$ cat src/rtl/burst_addr_pkg.sv
package burst_addr_pkg;

  localparam int BEAT_W = 2;

  typedef logic [BEAT_W-1:0] beat_t;

  typedef enum logic {
    SEQ_LINEAR     = 1'b0,
    SEQ_INTERLEAVE = 1'b1
  } seq_mode_e;

  // Low-bit value for a given start and beat index in the selected order.
  function automatic beat_t map_low(input beat_t start, input beat_t idx,
                                    input seq_mode_e mode);
    beat_t r;
    if (mode == SEQ_INTERLEAVE) r = start ^ idx;
    else                        r = start + idx;
    return r;
  endfunction

endpackage

$ cat src/rtl/burst_rst_sync.sv
module burst_rst_sync #(
  parameter int STAGES = 2
) (
  input  logic clk,
  input  logic rst_n,
  output logic rst_q_n
);
  logic [STAGES-1:0] chain;
  logic [STAGES-1:0] chain_nxt;

  always_comb begin
    chain_nxt = {chain[STAGES-2:0], 1'b1};
  end

  always_ff @(posedge clk or negedge rst_n) begin
    if (!rst_n) chain <= '0;
    else        chain <= chain_nxt;
  end

  assign rst_q_n = chain[STAGES-1];
endmodule

$ cat src/rtl/burst_beat_ctr.sv
module burst_beat_ctr
  import burst_addr_pkg::*;
(
  input  logic  clk,
  input  logic  rst_n,
  input  logic  load,
  input  logic  step,
  output beat_t beat
);
  beat_t beat_q;
  beat_t beat_nxt;
  logic  beat_en;

  always_comb begin
    beat_en  = load | step;
    beat_nxt = beat_q;
    if (load)      beat_nxt = '0;
    else if (step) beat_nxt = beat_q + beat_t'(1);
  end

  always_ff @(posedge clk or negedge rst_n) begin
    if (!rst_n)       beat_q <= '0;
    else if (beat_en) beat_q <= beat_nxt;
  end

  assign beat = beat_q;

  // a load restarts the beat index regardless of step
  assert_beat_restart_R9: assert property (@(posedge clk) disable iff (!rst_n)
    load |=> (beat == '0));

  // no load and no step leaves the index alone
  assert_beat_hold_R7: assert property (@(posedge clk) disable iff (!rst_n)
    (!load && !step) |=> $stable(beat));
endmodule

$ cat src/rtl/burst_addr_latch.sv
module burst_addr_latch
  import burst_addr_pkg::*;
#(
  parameter int ADDR_W = 16,
  localparam int UP_W  = ADDR_W - BEAT_W
) (
  input  logic              clk,
  input  logic              rst_n,
  input  logic              load,
  input  logic [ADDR_W-1:0] ext_addr,
  output logic [UP_W-1:0]   upper,
  output beat_t             start_low
);
  logic [UP_W-1:0] upper_q,   upper_nxt;
  beat_t           start_q,   start_nxt;

  always_comb begin
    upper_nxt = ext_addr[ADDR_W-1:BEAT_W];
    start_nxt = ext_addr[BEAT_W-1:0];
  end

  always_ff @(posedge clk or negedge rst_n) begin
    if (!rst_n) begin
      upper_q <= '0;
      start_q <= '0;
    end else if (load) begin
      upper_q <= upper_nxt;
      start_q <= start_nxt;
    end
  end

  assign upper     = upper_q;
  assign start_low = start_q;

  // upper bits frozen between loads
  assert_upper_frozen_R6: assert property (@(posedge clk) disable iff (!rst_n)
    !load |=> $stable(upper));
endmodule

$ cat src/rtl/burst_low_map.sv
module burst_low_map
  import burst_addr_pkg::*;
(
  input  beat_t     start_low,
  input  beat_t     beat,
  input  seq_mode_e mode,
  output beat_t     low
);
  always_comb begin
    low = map_low(start_low, beat, mode);
  end
endmodule

$ cat src/rtl/burst_addr_gen.sv
module burst_addr_gen
  import burst_addr_pkg::*;
#(
  parameter int ADDR_W    = 16,
  parameter int RST_STAGE = 2,
  localparam int UP_W     = ADDR_W - BEAT_W
) (
  input  logic              clk,
  input  logic              rst_n,
  input  logic              ld_cpu_n,
  input  logic              ld_ctl_n,
  input  logic              adv_n,
  input  logic              seq_ilv,
  input  logic [ADDR_W-1:0] ext_addr,
  output logic [ADDR_W-1:0] addr_out
);
  logic            rst_q_n;
  logic            load;
  logic            step;
  beat_t           beat;
  beat_t           start_low;
  beat_t           low;
  logic [UP_W-1:0] upper;
  seq_mode_e       mode;

  // Reset releases on a clock edge, asserts immediately.
  burst_rst_sync #(.STAGES(RST_STAGE)) u_rst (
    .clk     (clk),
    .rst_n   (rst_n),
    .rst_q_n (rst_q_n)
  );

  always_comb begin
    load = ~ld_cpu_n | ~ld_ctl_n;
    step = ~adv_n & ~load;          // load wins over advance
    mode = seq_mode_e'(seq_ilv);
  end

  burst_addr_latch #(.ADDR_W(ADDR_W)) u_latch (
    .clk       (clk),
    .rst_n     (rst_q_n),
    .load      (load),
    .ext_addr  (ext_addr),
    .upper     (upper),
    .start_low (start_low)
  );

  burst_beat_ctr u_beat (
    .clk   (clk),
    .rst_n (rst_q_n),
    .load  (load),
    .step  (step),
    .beat  (beat)
  );

  burst_low_map u_map (
    .start_low (start_low),
    .beat      (beat),
    .mode      (mode),
    .low       (low)
  );

  assign addr_out = {upper, low};

  // either strobe presents the external address on the next cycle
  assert_load_visible_R2: assert property (@(posedge clk) disable iff (!rst_q_n)
    (!ld_cpu_n || !ld_ctl_n) |=> (addr_out == $past(ext_addr)));

  // linear order increments the low bits by one
  assert_linear_step_R4: assert property (@(posedge clk) disable iff (!rst_q_n)
    (ld_cpu_n && ld_ctl_n && !adv_n && !seq_ilv) |=>
      (seq_ilv != $past(seq_ilv)) ||
      (addr_out[1:0] == beat_t'($past(addr_out[1:0]) + beat_t'(1))));

  // interleaved order always flips bit 0 on a step
  assert_ilv_step_R5: assert property (@(posedge clk) disable iff (!rst_q_n)
    (ld_cpu_n && ld_ctl_n && !adv_n && seq_ilv) |=>
      (seq_ilv != $past(seq_ilv)) ||
      (addr_out[0] != $past(addr_out[0])));

  // wait state repeats the address
  assert_wait_hold_R7: assert property (@(posedge clk) disable iff (!rst_q_n)
    (ld_cpu_n && ld_ctl_n && adv_n) |=>
      (seq_ilv != $past(seq_ilv)) || $stable(addr_out));
endmodule

$ cat config.mk
export PLATFORM = sky130hd
export DESIGN_NAME = burst_addr_gen
export DESIGN_NICKNAME = d
export VERILOG_FILES = /design/src/rtl/burst_addr_pkg.sv /design/src/rtl/burst_rst_sync.sv /design/src/rtl/burst_beat_ctr.sv /design/src/rtl/burst_addr_latch.sv /design/src/rtl/burst_low_map.sv /design/src/rtl/burst_addr_gen.sv
export SDC_FILE = /design/constraint.sdc
export NUM_CORES = 1
export LEC_CHECK = 0
export ABC_AREA = 1
export BUFFER_PORTS_ARGS = -buffer_cell sky130_fd_sc_hd__buf_2
export CORE_MARGIN = 8
export CORE_UTILIZATION = 44
export DETAILED_ROUTE_END_ITERATION = 8
export GPL_TIMING_DRIVEN = 0
export HOLD_SLACK_MARGIN = 0.1
export PLACE_DENSITY_LB_ADDON = 0.08
export SLEW_MARGIN = 0
export SYNTH_ARGS = -nofsm -noshare
export SYNTH_HDL_FRONTEND = slang
export SYNTH_SLANG_ARGS = --single-unit
$ cat constraint.sdc
create_clock -name clk -period 1.25 [get_ports clk]
set_input_delay 0.125 -clock clk [delete_from_list [all_inputs] [get_ports clk]]
set_output_delay 0.125 -clock clk [all_outputs]
set_load 0.005 [all_outputs]
==> impl_metrics.py <==
metrics = {
    "status": {
        "status": "finished, violations left",
        "violations": "negative setup slack",
    },
    "clock_network": {
        "cts_root_buffer": "sky130_fd_sc_hd__clkbuf_4",
        "cts.sinks": 20,
        "clockBufferDepth": 2,
        "clock_insertion_delay_worst_skew_ps": 300,
        "clk_pin_slew_worst_paths_ps": 110,
        "cts_tree": "yes",
        "cts_made_buffers": 3,
        "htreeDepth": 1,
    },
    "detailed_routing": {
        "metal1_wirelength_um": 859,
        "route.detailed.vias_per_inst": 4.27,
        "detailroute.via_count": 777,
        "drt_pre_antenna_iters": 4,
        "routed-wl-met3_um": 118,
        "detail_route.drc_violations": 0,
        "routed_wire_length_per_instance_um": 11.4,
        "met2_wirelength_um": 1060,
        "finalWirelength_um": 2070,
        "antenna_left": 0,
        "first_iter_violations": 19,
        "route.top_layer_used": "met4",
    },
    "floorplanning": {
        "floorplan.io_pins": 38,
        "fp.dieH_um": 59.7,
        "design.core.area_um2": 1880,
        "die-area_um2": 3570,
        "floorplan.initialDensity_pct": 44.7,
        "fp-row-count": 16,
        "floorplan.die.width_um": 59.7,
    },
    "final_layout": {
        "antenna_cells_inserted": 0,
        "finish.utilization_pct": 69.1,
        "area.growth.synth_to_final_pct": 54.5,
        "drive_above_1_share_pct": 34.8,
        "final_net_count": 179,
        "final_cell_count_no_fill": 182,
    },
    "sta": {
        "max_slew_margin_pct": 53.9,
        "worst-slew-pin-transition_ps": 692,
        "final.min_clock_period_ps": 1370,
        "grt_setup_unrepaired": "yes",
        "fin_hold_ws_ps": 119,
        "postLayoutSetupSlackWorst_ps": -119,
        "fin_worst_skew_ps": 1.60,
        "finalCritPeriodShare_pct": 110,
        "report.final.slew_viol_count": 0,
        "achievable-frequency_mhz": 730,
        "final-setup-viol-count": 1,
        "finalHoldViolations": 0,
    },
    "synth": {
        "syn_area_um2": 842,
        "synth.top_cell.area_share_pct": 59.4,
        "yosys_warnings": 0,
        "synth-seq-cells": 20,
        "yosys-top-cells-area": "sky130_fd_sc_hd__dfrtp_1, sky130_fd_sc_hd__nand2_1, sky130_fd_sc_hd__nand2_2",
        "synth.lib_cells_used.distinct": 14,
        "synthCells": 95,
        "seq_area_frac_synth_pct": 59.4,
        "syn-mean-instance-area_um2": 8.86,
        "synth_largest_area_cell": "sky130_fd_sc_hd__dfrtp_1",
        "syn_nets": 118,
    },
    "worst_setup_path": {
        "timing.reg2reg.worst_path_depth": 5,
        "critical-path-max-stage-delay_ps": 440,
        "cell_mode_on_critical_path": "sky130_fd_sc_hd__nand2_1",
        "crit_path_max_fanout": 2,
        "setup.worst_path.class": "flip-flop to output pin",
        "worstReg2RegEnd": "u_beat.beat[1]",
        "rrSetupSlack_ps": 210,
        "crit-reg2reg-launch": "u_beat.beat[0]",
        "critPathRequiredTime_ps": 1120,
        "crit_path_end_kind": "output pin",
        "critical_path.cell_chain": "ha_4 > nand2_1 > nand3_1 > nand2_1 > inv_1 > buf_2",
        "timing.critical_path.arrival_ps": 1240,
        "critPathLaunchType": "flip-flop",
        "worst_path_max_delay_cell": "sky130_fd_sc_hd__dfrtp_1",
    },
    "place": {
        "finalWeightedCongestion": 0.668,
        "numPortBuffers": 37,
        "placed_cells_incl_taps": 159,
        "detailed_place_hpwl_um": 1400,
    },
    "power_and_ir_drop": {
        "p_clk_share_pct": 27.6,
        "switching_power_uw": 332,
        "power.sequential.fraction_pct": 54.6,
        "power-per-cell-area_nw_per_um2": 1030,
        "ir_worst_vdd_mv": 0.760,
        "pwr-share-comb_pct": 17.8,
        "internal_power_uw": 1010,
        "sw_frac_of_total_pct": 24.8,
        "power.static_leakage_uw": 0.000720,
    },
    "global_route": {
        "first_global_vias": 803,
        "grt_max_degree": 19,
        "first_pass_grt_wire_length_um": 3650,
        "grt_antenna_before_repair": 0,
        "remaining_global_route_overflow": 0,
        "gr-usage-all-layers_pct": 13.3,
    },
    "hold_path": {
        "hold_path.class": "input port to asynchronous set/reset pin",
    },
    "flow_run": {
        "maxCapViolCount": 0,
    },
}
kinds of logic (layout without fill, tap and decap cells):
family	after synthesis	after routing	share of synthesized area (%)
other	1	1	0.445
and+or+nand+nor	61	61	29.9
AOI/OAI and AO/OA	3	3	1.78
buffers and inverters	9	69	6.98
adders and majority gates	1	1	1.49
DFF	20	20	59.4
per-stage QoR:
| stage | area [µm²] | setup TNS [ps] | worst slack [ps] | power, µW |
|---|---|---|---|---|
| after floorplan | 842 | 0 | 313 | 830 |
| after global placement | 1060 | 0 | 183 | 924 |
| after detailed placement | 1060 | 0 | 156 | 931 |
| after CTS | 1280 | -121 | -121 | 1350 |
| after global routing | 1300 | -195 | -187 | 1420 |
| final | 1300 | -119 | -119 | 1340 |
area by class of cell:
class                   count  area [µm²]
flip-flops and latches     20         500
plain buffers               2        27.5
clock buffers               4        36.3
repair buffers             56         377
well taps                  27        33.8
multi-input cells          66         295
inverters                   7        31.3
fillers                   179         581
layout by cell type (no fill, tap or decap), drive strengths merged:
cell type and count:
a21oi 1, buf 41, clkbuf 4, conb 1, dfrtp 20, dlygate4sd3 17
ha 1, inv 7, nand2 55, nand3 2, nor2 4, o21ai 2
layer usage:
| metal | vias to the layer above | global-route usage (%) |
|---|---|---|
| met5 | - | 0 |
| met4 | 0 | 5.10 |
| met3 | 5 | 3.01 |
| met2 | 22 | 22.8 |
| met1 | 347 | 15.5 |
| li1 | 403 | - |
power groups by stage:
stage	Clock [µW]	Sequential (µW)	Combinational [µW]
final	371	733	239
after global placement	0	743	181
after CTS	384	732	230
after floorplan	0	745	84.5
after global routing	405	743	271
after detailed placement	0	745	186
synthesized netlist by cell type:
cell type / count
sky130_fd_sc_hd__a21oi_1: 1
sky130_fd_sc_hd__inv_1: 6
sky130_fd_sc_hd__conb_1: 1
sky130_fd_sc_hd__nor2_1: 4
sky130_fd_sc_hd__ha_1: 1
sky130_fd_sc_hd__nand2_4: 1
sky130_fd_sc_hd__inv_6: 1
sky130_fd_sc_hd__dfrtp_1: 20
sky130_fd_sc_hd__o21ai_0: 2
sky130_fd_sc_hd__nand2_1: 49
sky130_fd_sc_hd__nand2_2: 5
sky130_fd_sc_hd__buf_12: 1
sky130_fd_sc_hd__nand3_1: 2
sky130_fd_sc_hd__buf_4: 1
sequential cells by signal, summed over array words and instances (netlist names):
signal,cells
u_latch.upper,14
u_rst.chain,2
u_latch.start_low,2
u_beat.beat,2
worst max path at each step:
stage | startpoint | to | cells after the start
5_1_grt | u_beat.beat[0] | addr_out[1] | 7
4_1_cts | u_beat.beat[0] | addr_out[1] | 7
2_1_floorplan | u_beat.beat[0] | addr_out[1] | 6
6_report | u_beat.beat[0] | addr_out[1] | 6
3_5_place_dp | u_beat.beat[0] | addr_out[1] | 6
3_3_place_gp | u_beat.beat[0] | addr_out[1] | 6
worst max-delay path: cells and delay by family, from the launching register on:
kind / cells / cell delay (ps)
DFF: 1 / 440
and+or+nand+nor: 3 / 190
adders and majority gates: 1 / 180
buffers and inverters: 2 / 140
what timing repair did:
item                                   in CTS  in global routing
endpoints found under the hold margin      18                  0
gates resized for setup                     1                  3
buffers inserted                            1                  1
hold buffers                               17                  0
setup endpoints to repair                   2                  2
pin swaps                                   1                  0
(Power assumes the default switching activity.)
